`src/rtl/seg_agen_pkg.sv`:
```
package seg_agen_pkg;

    localparam int unsigned OFS_W   = 16;
    localparam int unsigned BASE_W  = 24;
    localparam int unsigned SEGV_W  = 16;
    localparam int unsigned PARA_SH = 4;
    localparam int unsigned LEG_W   = SEGV_W + PARA_SH;

    typedef enum logic [1:0] {
        ACC_READ  = 2'd0,
        ACC_WRITE = 2'd1,
        ACC_FETCH = 2'd2,
        ACC_READ2 = 2'd3
    } acc_kind_e;

    typedef enum logic [1:0] {
        CAUSE_NONE   = 2'd0,
        CAUSE_LIMIT  = 2'd1,
        CAUSE_ACCESS = 2'd2,
        CAUSE_NULL   = 2'd3
    } fault_cause_e;

    typedef struct packed {
        logic [SEGV_W-1:0] segval;
        logic [BASE_W-1:0] base;
        logic [OFS_W-1:0]  limit;
        logic              is_code;
        logic              perm;
        logic              down;
        logic              is_null;
    } seg_entry_t;

    localparam seg_entry_t ENTRY_RESET = '{
        segval:  '0,
        base:    '0,
        limit:   '0,
        is_code: 1'b0,
        perm:    1'b0,
        down:    1'b0,
        is_null: 1'b1
    };

endpackage

```
`src/rtl/seg_desc_bank.sv`:
```
module seg_desc_bank
    import seg_agen_pkg::*;
#(
    parameter int unsigned NSEG  = 4,
    localparam int unsigned IDX_W = (NSEG > 1) ? $clog2(NSEG) : 1
) (
    input  logic             clk,
    input  logic             rst_n,
    input  logic             ld_en,
    input  logic [IDX_W-1:0] ld_idx,
    input  seg_entry_t       ld_entry,
    input  logic [IDX_W-1:0] rd_idx,
    output seg_entry_t       rd_entry
);

    typedef struct packed {
        seg_entry_t [NSEG-1:0] ent;
    } bank_t;

    bank_t bank_d;
    bank_t bank_q;

    always_comb begin
        bank_d = bank_q;
        for (int i = 0; i < NSEG; i++) begin
            if (ld_en && (ld_idx == IDX_W'(i))) begin
                bank_d.ent[i] = ld_entry;
            end
        end
    end

    always_ff @(posedge clk or negedge rst_n) begin
        if (!rst_n) begin
            for (int i = 0; i < NSEG; i++) begin
                bank_q.ent[i] <= ENTRY_RESET;
            end
        end else begin
            bank_q <= bank_d;
        end
    end

    assign rd_entry = bank_q.ent[rd_idx];

endmodule

```
`src/rtl/seg_legacy_xlate.sv`:
```
module seg_legacy_xlate
    import seg_agen_pkg::*;
(
    input  logic [SEGV_W-1:0] segval,
    input  logic [OFS_W-1:0]  offset,
    output logic [BASE_W-1:0] lin_addr
);

    logic [LEG_W-1:0] para_base;
    logic [LEG_W-1:0] sum;

    always_comb begin
        para_base = {segval, {PARA_SH{1'b0}}};
        sum       = para_base + LEG_W'(offset);
        lin_addr  = BASE_W'(sum);
    end

endmodule

```
`src/rtl/seg_prot_check.sv`:
```
module seg_prot_check
    import seg_agen_pkg::*;
(
    input  logic [BASE_W-1:0] base,
    input  logic [OFS_W-1:0]  limit,
    input  logic              is_code,
    input  logic              perm,
    input  logic              down,
    input  logic              is_null,
    input  logic [OFS_W-1:0]  offset,
    input  acc_kind_e         acc,
    output logic [BASE_W-1:0] lin_addr,
    output fault_cause_e      cause
);

    logic acc_bad;
    logic lim_bad;
    logic grow_down;

    always_comb begin
        lin_addr = base + BASE_W'(offset);

        acc_bad = 1'b0;
        unique case (acc)
            ACC_WRITE: acc_bad = is_code | ~perm;
            ACC_FETCH: acc_bad = ~is_code;
            default:   acc_bad = is_code & ~perm;
        endcase

        grow_down = down & ~is_code;
        if (grow_down) begin
            lim_bad = (offset <= limit);
        end else begin
            lim_bad = (offset > limit);
        end

        if (is_null) begin
            cause = CAUSE_NULL;
        end else if (acc_bad) begin
            cause = CAUSE_ACCESS;
        end else if (lim_bad) begin
            cause = CAUSE_LIMIT;
        end else begin
            cause = CAUSE_NONE;
        end
    end

endmodule

```
`src/rtl/seg_agen.sv`:
```
module seg_agen
    import seg_agen_pkg::*;
#(
    parameter int unsigned NSEG  = 4,
    localparam int unsigned IDX_W = (NSEG > 1) ? $clog2(NSEG) : 1
) (
    input  logic              clk,
    input  logic              rst_n,
    input  logic              prot_mode,
    input  logic [IDX_W-1:0]  seg_sel,
    input  logic [OFS_W-1:0]  offset,
    input  logic [1:0]        acc_kind,
    input  logic              ld_en,
    input  logic [IDX_W-1:0]  ld_idx,
    input  logic [SEGV_W-1:0] ld_segval,
    input  logic [BASE_W-1:0] ld_base,
    input  logic [OFS_W-1:0]  ld_limit,
    input  logic              ld_code,
    input  logic              ld_perm,
    input  logic              ld_down,
    input  logic              ld_null,
    output logic [BASE_W-1:0] lin_addr,
    output logic              fault,
    output logic [1:0]        fault_cause
);

    seg_entry_t   new_entry;
    seg_entry_t   cur_entry;
    logic [BASE_W-1:0] leg_addr;
    logic [BASE_W-1:0] prot_addr;
    fault_cause_e prot_cause;

    always_comb begin
        new_entry = '{
            segval:  ld_segval,
            base:    ld_base,
            limit:   ld_limit,
            is_code: ld_code,
            perm:    ld_perm,
            down:    ld_down,
            is_null: ld_null
        };
    end

    seg_desc_bank #(.NSEG(NSEG)) u_bank (
        .clk      (clk),
        .rst_n    (rst_n),
        .ld_en    (ld_en),
        .ld_idx   (ld_idx),
        .ld_entry (new_entry),
        .rd_idx   (seg_sel),
        .rd_entry (cur_entry)
    );

    seg_legacy_xlate u_legacy (
        .segval   (cur_entry.segval),
        .offset   (offset),
        .lin_addr (leg_addr)
    );

    seg_prot_check u_prot (
        .base     (cur_entry.base),
        .limit    (cur_entry.limit),
        .is_code  (cur_entry.is_code),
        .perm     (cur_entry.perm),
        .down     (cur_entry.down),
        .is_null  (cur_entry.is_null),
        .offset   (offset),
        .acc      (acc_kind_e'(acc_kind)),
        .lin_addr (prot_addr),
        .cause    (prot_cause)
    );

    always_comb begin
        if (prot_mode) begin
            lin_addr    = prot_addr;
            fault_cause = prot_cause;
        end else begin
            lin_addr    = leg_addr;
            fault_cause = CAUSE_NONE;
        end
        fault = (fault_cause != CAUSE_NONE);
    end

endmodule

```
`config.mk`:
```
export PLATFORM = sky130hd
export DESIGN_NAME = seg_agen
export DESIGN_NICKNAME = d
export VERILOG_FILES = /design/src/rtl/seg_agen_pkg.sv /design/src/rtl/seg_desc_bank.sv /design/src/rtl/seg_legacy_xlate.sv /design/src/rtl/seg_prot_check.sv /design/src/rtl/seg_agen.sv
export SDC_FILE = /design/constraint.sdc
export NUM_CORES = 1
export LEC_CHECK = 0
export CAP_MARGIN = 30
export CORE_MARGIN = 2
export CORE_UTILIZATION = 45
export CTS_CLUSTER_DIAMETER = 50
export DETAILED_ROUTE_END_ITERATION = 16
export GPL_ROUTABILITY_DRIVEN = 0
export GPL_TIMING_DRIVEN = 0
export PLACE_DENSITY = 0.74
export SLEW_MARGIN = 20
export SYNTH_ARGS = -nofsm -noshare
export SYNTH_HDL_FRONTEND = slang
export SYNTH_SLANG_ARGS = --single-unit
```
`constraint.sdc`:
```
create_clock -name clk -period 11.5 [get_ports clk]
set_input_delay 3.45 -clock clk [delete_from_list [all_inputs] [get_ports clk]]
set_output_delay 3.45 -clock clk [all_outputs]
set_load 0.01 [all_outputs]
```
Yosys cells after proc, flatten, opt, wreduce, memory -nomap -nowiden
Index checks and enable logic that the tools add are counted.

Flip-flop bits (word level): 240. Input bits: 86. Output and inout bits: 27. Word-level logic and storage cells: 58.

Add/subtract/negate cells: 2. $lt $le $gt $ge: 3. Equal/unequal tests: 5. Muxes and demuxes: 9. Bitwise gates (word level): 5. Reductions and logical operators: 6.

Operator list (count): 60-bit binary-select mux with 2-bit select (1); 60-bit 2-to-1 mux (1); 24-bit by 16-bit adder with 24-bit output (1); 24-bit 2-to-1 mux (1); 20-bit by 16-bit adder with 20-bit output (1); 16-bit greater-than comparator (1); 16-bit <= comparator (1); 2-bit equality test, second input constant (3); 2-bit 2-to-1 mux (3); 2-bit by 1-bit equality test with 1-bit output, second input constant (2); 1-bit logical AND (4); 2-bit by 3-bit < comparator with 1-bit output, second input constant (1); 1-bit AND (2); 2-bit logical NOT (1); 1-bit 2-to-1 mux (2); 1-bit NOT (2); 1-bit case mux with 2 select lines (1); 2-bit nonzero test (1); 1-bit OR (1).

Depth between registers and ports, before layout
Gate-level depths: netlist of the first run.

Depth after elaboration: 10. Mapped depth: 14. Mapped depth without buffers: 10.

Modules after synthesis
Synthesis of the first run repeated with hierarchy kept, for this count alone.

Cells, all modules: 935. Area total of the unflattened synthesis: 13007.5 sq um.

By module, submodules not included: seg_desc_bank (instances 1, cells each 582, area each 10292.4 sq um, sequential area each 6010.8 sq um); seg_prot_check (instances 1, cells each 210, area each 1463.9 sq um, sequential area each 0.0 sq um); seg_legacy_xlate (instances 1, cells each 113, area each 854.6 sq um, sequential area each 0.0 sq um); seg_agen (instances 1, cells each 30, area each 396.6 sq um, sequential area each 0.0 sq um).

Worst setup path after synthesis of the first run
OpenSTA, ideal clock, no wires.

Path kind: input port to output port. Start point: input port seg_sel[0]. End point: output port lin_addr[17]. Arrival: 6.849 ns. Required time: 8.050 ns. Slack: 1.201 ns. Stages on the path: 12. Path buffers: 4. Cell sequence: buf_4 buf_6 buf_2 buf_2 mux4_2 ha_1 a21o_1 a221oi_2 o21ai_1 a21oi_1 a21oi_1 a2111oi_0.

Longest elaborated chain between the ends: 4. Elaborated cells on any way between the ends: 5. Those cells by class: add/sub (2); mux (3).

RTL lines: from (decl) (RTL line seg_agen.sv:10) `input logic [IDX_W-1:0] seg_sel,`; 60-bit binary-select mux with 2-bit select (*) (RTL line seg_desc_bank.sv:42) `assign rd_entry = bank_q.ent[rd_idx];`; 60-bit 2-to-1 mux (implied by the code) (*) (RTL line seg_desc_bank.sv:42); 24-bit by 16-bit adder with 24-bit output / 20-bit by 16-bit adder with 20-bit output (equally long branches) (RTL line seg_prot_check.sv:21, seg_legacy_xlate.sv:14); 24-bit 2-to-1 mux (*) (RTL line seg_agen.sv:75) `if (prot_mode) begin`; to (decl) (RTL line seg_agen.sv:22) `output logic [BASE_W-1:0] lin_addr,`.

Mark *: on every way between the ends. The rest lies on a longest branch, timed or not. The select of a mux whose other input is x is not followed.

Worst setup path in the final report of the first run
Start point: input port seg_sel[1]. End point: output port lin_addr[17].

Same word-level chain as after synthesis.

==> run metrics, run 1 <==
hpwl dp=between 20 and 25 mm; most used cell, CP=a21oi_1; first-pass GRT wire length=slightly below 50 mm; Worst Setup Start Kind=input pin; WS Path Type=in2out; post-synthesis async set-or-reset flop share=100%; remaining antenna violation count=0; Largest stage delay, worst path=660 ps; via count=8,373; crit path max fanout=19; Synth Warn #=0; total power=between 2 and 3 mW; Remaining DRCs=0; WHS Path Cells=1; worst endpoint required time=8050 ps; Final #Nets=roughly 1.2k; WHS=483 ps; DIE HEIGHT=approximately 170 microns; DP Cell Count=approximately 1.4k; CTS tree=yes; H-Tree Depth=1; Buf+Inv Stages, Crit Path=4; GRT overflow=0; Slew headroom=36.8%; cells after synthesis=922; RSZ-0062 raised after global routing=false; final hold violation count=0; largest net degree at the start of global routing=96; initial antenna violation count=2; Avg Cell Area, Syn=approximately 14 sq um; Sw Share=between 20% and 30%; synthesized netlist net count=roughly 1.1k; # IOs=113; final core utilization=between 50% and 60%; wirelength, routed=approximately 31 mm; Worst Setup Slack, final=roughly 140 ps; DR vias/cell=roughly 5.7; # Post-CTS Setup Buffers=0; Worst-Margin Slew=approximately 950 ps; worst reg-to-reg path cell count=1; MaxCap Viol Count=0; critical path, cell by cell=buf_2, buf_4, clkbuf_2, mux4_2, ha_1, and3_1, a221oi_2, o21ai_1, a21oi_1, a21oi_1, a2111oi_1, clkdlybuf4s50_1; Hold Path Sink=u_bank.bank_q[54]; GRT Util Overall=22.0%; R2R setup slack=~11,000 ps; Core ar.=~28,000 sq um; share of layout cells above drive strength 1=between 30% and 40%; Pleak=~6.3 nW; Root Buffer=clkbuf_16; CTS buffer count=29; Design Area, Final=about 15,000 sq um; max FFs per register=240; share of power burned in registers=roughly two fifths; most frequent cells in the layout=236 x dfrtp_1, 223 x mux2_2, 109 x clkdlybuf4s50_1; placed inst area=between 10,000 and 15,000 sq um; worst vdd ir=between 0.1 and 0.15 mV; wire per inst=roughly 21 microns; cell area after synthesis=roughly 13,000 sq um; Clk Latency, worst-skew pair=around 550 ps; Reg with most FFs=u_bank.bank_q; RR Startpoint=u_bank.bank_q[12]; clock skew=0 ps; vias in the first global route=roughly 8.7k; TritonRoute pass-1 iters=4; pre-CTS setup slack=-921 ps; die footprint=just under 30,000 sq um; library cells used by synthesis=67; P&R area growth vs syn=20.7%; CTS max path bufs=3; CTS Sinks=240; crit-path leading delay family=buffers and inverters; Most used DFF post-synth=dfrtp_1; Die Wd=~170 microns; largest registers=u_bank.bank_q: 240 flops; Max Slew Vio Count=0; Worst setup EP type=output port; Initial Util=45.6%; most common cell after layout, fill and taps aside=dfrtp_1; Non-Filler Instances=1,464; Worst Hold Launch=u_bank.bank_q[54]; Post-synth EDFFs=0; worst hold path class=reg2reg; Max Clk Rate=between 80 and 90 MHz; Worst EP arrival=7910 ps; # setup viols final=0; IO buf count=between 100 and 150; P_int=1.98 mW; clock transition at the registers of the reported paths=roughly 50 ps; min Tclk post-route=around 11,000 ps; worst r2r dst=u_bank.bank_q[12]; CP max-delay cell=clkdlybuf4s50_1; status=complete, no violations; fin crit share=approximately 99%; detailed router's first-iteration violation count=570; TNS Setup=0 ps; clock group share of total power=~33%; fill count=~2.3k; Comb pwr share=28.7%; Seq cells post-synth=240; sequential area share after synthesis=a little under half; NetSw=815 uW; FP Rows=between 60 and 70; Pwr Density=roughly 180 nW/um^2
-- routing by layer --
| layer | vias up | routed length, microns | share of wire (%) | track usage [%] |
|---|---|---|---|---|
| met3 | 64 | 1880 | 6.0 | 4.58 |
| met1 | 4324 | 13600 | 43 | 29.9 |
| li1 | 3762 | - | - | - |
| met5 | - | 0 | 0 | 0 |
| met2 | 223 | 14800 | 47 | 35.4 |
| met4 | 0 | 1030 | 3.3 | 7.41 |
-- synth_stat cells (2+ instances only) --
cell       count  share of area (%)
dfrtp_1      236                 47
mux2_2       223                 20
mux4_2        60                 11
ha_1          46                4.6
a21oi_1       39                1.5
nand2_1       33               0.98
inv_1         30               0.89
mux2_1        20                1.8
clkbuf_1      19               0.56
nor2_1        18               0.53
buf_1         17               0.51
xnor2_1       13               0.90
o21a_1        12               0.71
o21ai_0       10               0.40
o21ai_1       10               0.40
xor2_1        10               0.69
o211ai_1       8               0.48
a211oi_1       7               0.42
a21o_1         7               0.42
and3_1         7               0.35
buf_2          7               0.28
mux2i_1        6               0.48
nand2b_1       6               0.30
nand3_1        6               0.24
dfstp_2        4               0.83
nand4_1        4               0.20
nor3_1         4               0.16
and2_1         3               0.15
o21bai_1       3               0.18
o221ai_1       3               0.21
or3_1          3               0.15
a211o_1        2               0.14
a31oi_1        2              0.099
a41oi_1        2               0.14
fa_1           2               0.32
inv_2          2              0.059
nand3b_1       2               0.12
nor2b_1        2              0.099
nor3b_1        2               0.12
o2111ai_1      2               0.14
o21ba_2        2               0.16
o31a_1         2               0.14
o31ai_1        2               0.12
-- cells by family (layout without fill, tap and decap cells) --
| group | after synthesis | after routing | synth area share [%] |
|---|---|---|---|
| other cells | 0 | 1 | 0 |
| compound gates | 126 | 126 | 6.64 |
| mux | 309 | 309 | 32.8 |
| buf+inv | 77 | 240 | 2.45 |
| fa+ha+maj | 48 | 48 | 4.87 |
| flops | 240 | 240 | 47.6 |
| simple gates | 99 | 99 | 4.03 |
| xor+xnor | 23 | 23 | 1.59 |
-- worst max path at each step --
stage | from | endpoint | slack, ps | depth (start not counted)
after global placement | rst_n | u_bank.bank_q[221] | -3180 | 1
after floorplan | seg_sel[0] | lin_addr[17] | 1200 | 12
final | seg_sel[1] | lin_addr[17] | 140 | 12
after detailed placement | seg_sel[1] | lin_addr[17] | -920 | 13
after CTS | seg_sel[1] | lin_addr[16] | 130 | 12
after global routing | seg_sel[0] | lin_addr[17] | 8 | 12
-- cell type report --
class / count / area [sq um] / share of cell area (%)
tap: 378 / 473 / 3.10
sequential: 240 / 6010 / 39.4
clock inverter: 11 / 129 / 0.846
timing repair buffer: 112 / 1160 / 7.62
clock buffer: 42 / 835 / 5.48
antenna: 1 / 2.50 / 0.0164
buffer: 43 / 189 / 1.24
multi-input combinational: 605 / 6320 / 41.5
inverter: 32 / 120 / 0.788
-- timing repair --
item,CTS,global route
endpoints found under the setup margin,19,2
hold buffers,0,0
gates resized for setup,5,3
-- power groups by stage --
stage | clock [mW] | combinational [mW] | sequential (mW)
2_1_floorplan | 0 | 0.532 | 1.07
3_3_place_gp | 0 | 0.773 | 1.09
3_5_place_dp | 0 | 0.796 | 1.10
4_1_cts | 0.926 | 0.800 | 1.08
5_1_grt | 0.964 | 0.873 | 1.10
6_report | 0.908 | 0.803 | 1.08
(Power assumes the default switching activity.)
==> inputs of run 2 (changes only) <==
Settings changed: ABC_AREA from default to 0.
==> results of run 2 <==
Final layout, timing and power as in run 1 (identical DEF).
==> inputs of run 3 (changes only) <==
Settings changed: CAP_MARGIN 30 to default, CTS_BUF_LIST from default to sky130_fd_sc_hd__clkbuf_4 sky130_fd_sc_hd__clkbuf_8, SYNTH_HIERARCHICAL from default to 1.
==> run metrics, run 3 <==
CTS max path bufs=3 (unchanged); Hold Path Sink=u_bank/bank_q[51]; remaining antenna violation count=0 (unchanged); first-pass GRT wire length=48.4 mm (-1.9%); post-synthesis async set-or-reset flop share=100% (unchanged); Synth Area in XOR/XNOR=1.89% (+0.29 points); worst reg-to-reg path cell count=1 (unchanged); Initial Util=45.6% (about the same); share of layout cells above drive strength 1=40.5% (+7.5 points); worst r2r dst=u_bank/bank_q[25]; Seq cells post-synth=240 (unchanged); Worst Hold Launch=u_bank/bank_q[51]; main combinational cell family by area after synthesis=multiplexers; worst endpoint required time=8050 ps (about the same); Root Buffer=clkbuf_8; # setup viols final=0 (unchanged); Reg with most FFs=u_bank/bank_q; Avg Cell Area, Syn=13.9 sq um (+1.5%); cells after synthesis=935 (+1.4%); crit path max fanout=10 (-9); Max Clk Rate=90.4 MHz (+2.7%); RSZ-0062 raised after global routing=false; ANT cells=0 (-1); final core utilization=54.4% (-0.57 points); Worst-Margin Slew=787 ps (-161 ps); final hold violation count=0 (unchanged); R2R setup slack=10,710 ps (about the same); Non-Filler Instances=1,504 (+2.7%); MaxCap Viol Count=0 (unchanged); worst hold path class=reg2reg; TritonRoute pass-1 iters=5 (+1); Synth top area share=45.4% (-1.3 points); vias in the first global route=8,873 (+1.7%); library cells used by synthesis=61 (-9.0%); clock transition at the registers of the reported paths=50 ps (about the same); Synth Warn #=6 (+6); Worst setup EP type=output port; hpwl dp=22.4 mm (-2.6%); detailed router's first-iteration violation count=555 (-2.6%); NetSw=812 uW (-0.42%); DIE HEIGHT=174 microns (+1.4%); max FFs per register=240 (unchanged); share of power burned in registers=38.7% (about the same); most instantiated cells after synthesis=242 x mux2_2, 236 x dfrtp_1, 60 x mux4_2, 46 x ha_1, 35 x a21oi_1; initial antenna violation count=0 (-2); most frequent cells in the layout=242 x mux2_2, 236 x dfrtp_1, 108 x clkdlybuf4s50_1; WHS=483 ps (+0.160 ps); DR vias/cell=5.62 (-1.7%); Sw Share=29.0% (-0.14 points); WHS Path Cells=1 (unchanged); P_int=1.99 mW (+0.27%); clock skew=0 ps (unchanged); Die Wd=174 microns (+1.4%); DP Cell Count=1,433 (+1.5%); GRT Util Overall=20.6% (-1.5 points); Simple-Gate Fraction of Synth Area=4.28% (+0.25 points); CTS tree=yes; cell area after synthesis=13,000 sq um (+3.0%); hold buffer count at CTS=0 (unchanged); Comb pwr share=31.8% (+3.1 points); # IOs=113 (unchanged); synth top area cells=dfrtp_1 45%, mux2_2 21%, mux4_2 10%, ha_1 4.4%, mux2_4 2.0%; fin crit share=96.2% (-2.6 points); Pleak=6.60 nW (+4.1%); P&R area growth vs syn=19.5%; WS Path Type=in2out; sequential area share after synthesis=46.2% (-1.4 points); mux cell area share after synthesis=33.7% (+0.90 points); Worst EP arrival=7610 ps (-300 ps); clock group share of total power=29.5% (-3.0 points); TNS Setup=0 ps (unchanged); total power=2.80 mW (about the same); Most used DFF post-synth=dfrtp_1; Synth area leader=dfrtp_1; count leader, synth=mux2_2; Clk Latency, worst-skew pair=540 ps (about the same); wire per inst=20.5 microns (-4.1%); # Post-CTS Setup Buffers=0 (unchanged); Worst Setup Start Kind=input pin; IO buf count=109 (-0.91%); largest registers=u_bank/bank_q: 240 flops; min Tclk post-route=11,060 ps (-294 ps); Post-synth EDFFs=0 (unchanged); H-Tree Depth=2 (+1); Max Slew Vio Count=0 (unchanged); Core ar.=28,500 sq um (+3.0%); via count=8,453 (+0.96%); largest net degree at the start of global routing=86 (-10%); CTS resizes=0 (-5); Final #Nets=1,227 (+2.5%); most common cell after layout, fill and taps aside=mux2_2; worst vdd ir=0.0897 mV (-24%); area share of fa/ha/maj cells after synthesis=4.73% (-0.14 points); FP Rows=62 (+1.6%); compound-gate portion of the synthesized area=5.80% (-0.84 points); Slew headroom=47.6% (+11 points); fill count=2,446 (+8.1%); GRT overflow=0 (unchanged); CTS buffer count=42 (+45%); status=complete, no violations; RR Startpoint=u_bank/bank_q[25]; wirelength, routed=30.9 mm (-1.5%); CTS Sinks=240 (unchanged); Pwr Density=180 nW/um^2 (-1.9%); Remaining DRCs=0 (unchanged); die footprint=30,300 sq um (+2.9%)
run 3: changes by cell type after synthesis, moves of 5 or more:
cell,before,now
nand3_1,6,14
buf_1,17,0
mux2_4,0,17
o21a_1,12,7
clkbuf_1,19,9
mux2_1,20,5
o21ai_1,10,0
buf_2,7,27
nand2_1,33,28
mux2i_1,6,0
buf_4,1,14
mux2_2,223,242
run 3: layout make-up:
type / instances / area [sq um] / share of cell area [%]
inverters: 28 / 105 / 0.676
well taps: 384 / 480 / 3.09
clock buffers: 65 / 813 / 5.23
multi-input cells: 616 / 6580 / 42.3
plain buffers: 54 / 328 / 2.11
flip-flops and latches: 240 / 6010 / 38.7
repair buffers: 111 / 1150 / 7.41
clock inverters: 6 / 80.1 / 0.515
run 3: cell families after synthesis:
logic type	count (synthesis)
flip-flops	240
multiplexers	324
AO/OA/AOI/OAI	104
adder cells (fa/ha/maj)	48
other	1
buffers and inverters	82
AND/OR/NAND/NOR	108
XOR/XNOR	28
run 3: metal layers:
layer / wire length, microns / global-route usage [%]
met3: 1630 / 4.02
met2: 14900 / 34.5
met5: 0 / 0
met1: 13700 / 27.5
met4: 636 / 5.46
run 3: worst max-delay path: stages:
cell and delay [ps]:
clkbuf_1 330, clkbuf_1 610, mux4_2 410, ha_1 220, fa_1 410, a21o_1 210, a221oi_2 390, a21oi_1 200
o211ai_1 300, nand2_1 90, o211a_1 220, mux2_4 270, clkdlybuf4s50_1 480
run 3: worst max path at each step:
| stage | to | cells past startpoint | slack, ps | start |
|---|---|---|---|---|
| floorplan | lin_addr[16] | 12 | 1640 | seg_sel[0] |
| global placement | u_bank/bank_q[124] | 1 | -3070 | rst_n |
| detailed placement | lin_addr[16] | 13 | 470 | seg_sel[1] |
| CTS | lin_addr[16] | 13 | 430 | seg_sel[1] |
| global route | lin_addr[16] | 13 | 200 | seg_sel[1] |
| finish | lin_addr[16] | 13 | 440 | seg_sel[1] |
run 3: stage by stage:
step	setup slack, ps	cell area (sq um)
finish	437	15500
global route	203	15500
CTS	431	15500
detailed placement	466	14700
global placement	-3070	14600
floorplan	1640	13000
run 3: power groups by stage:
stage               Sequential, mW  Clock (mW)  Combinational [mW]
floorplan                     1.07           0               0.608
global placement              1.09           0               0.861
detailed placement            1.10           0               0.884
CTS                           1.08       0.848               0.888
global route                  1.10       0.890               0.958
finish                        1.08       0.826               0.889
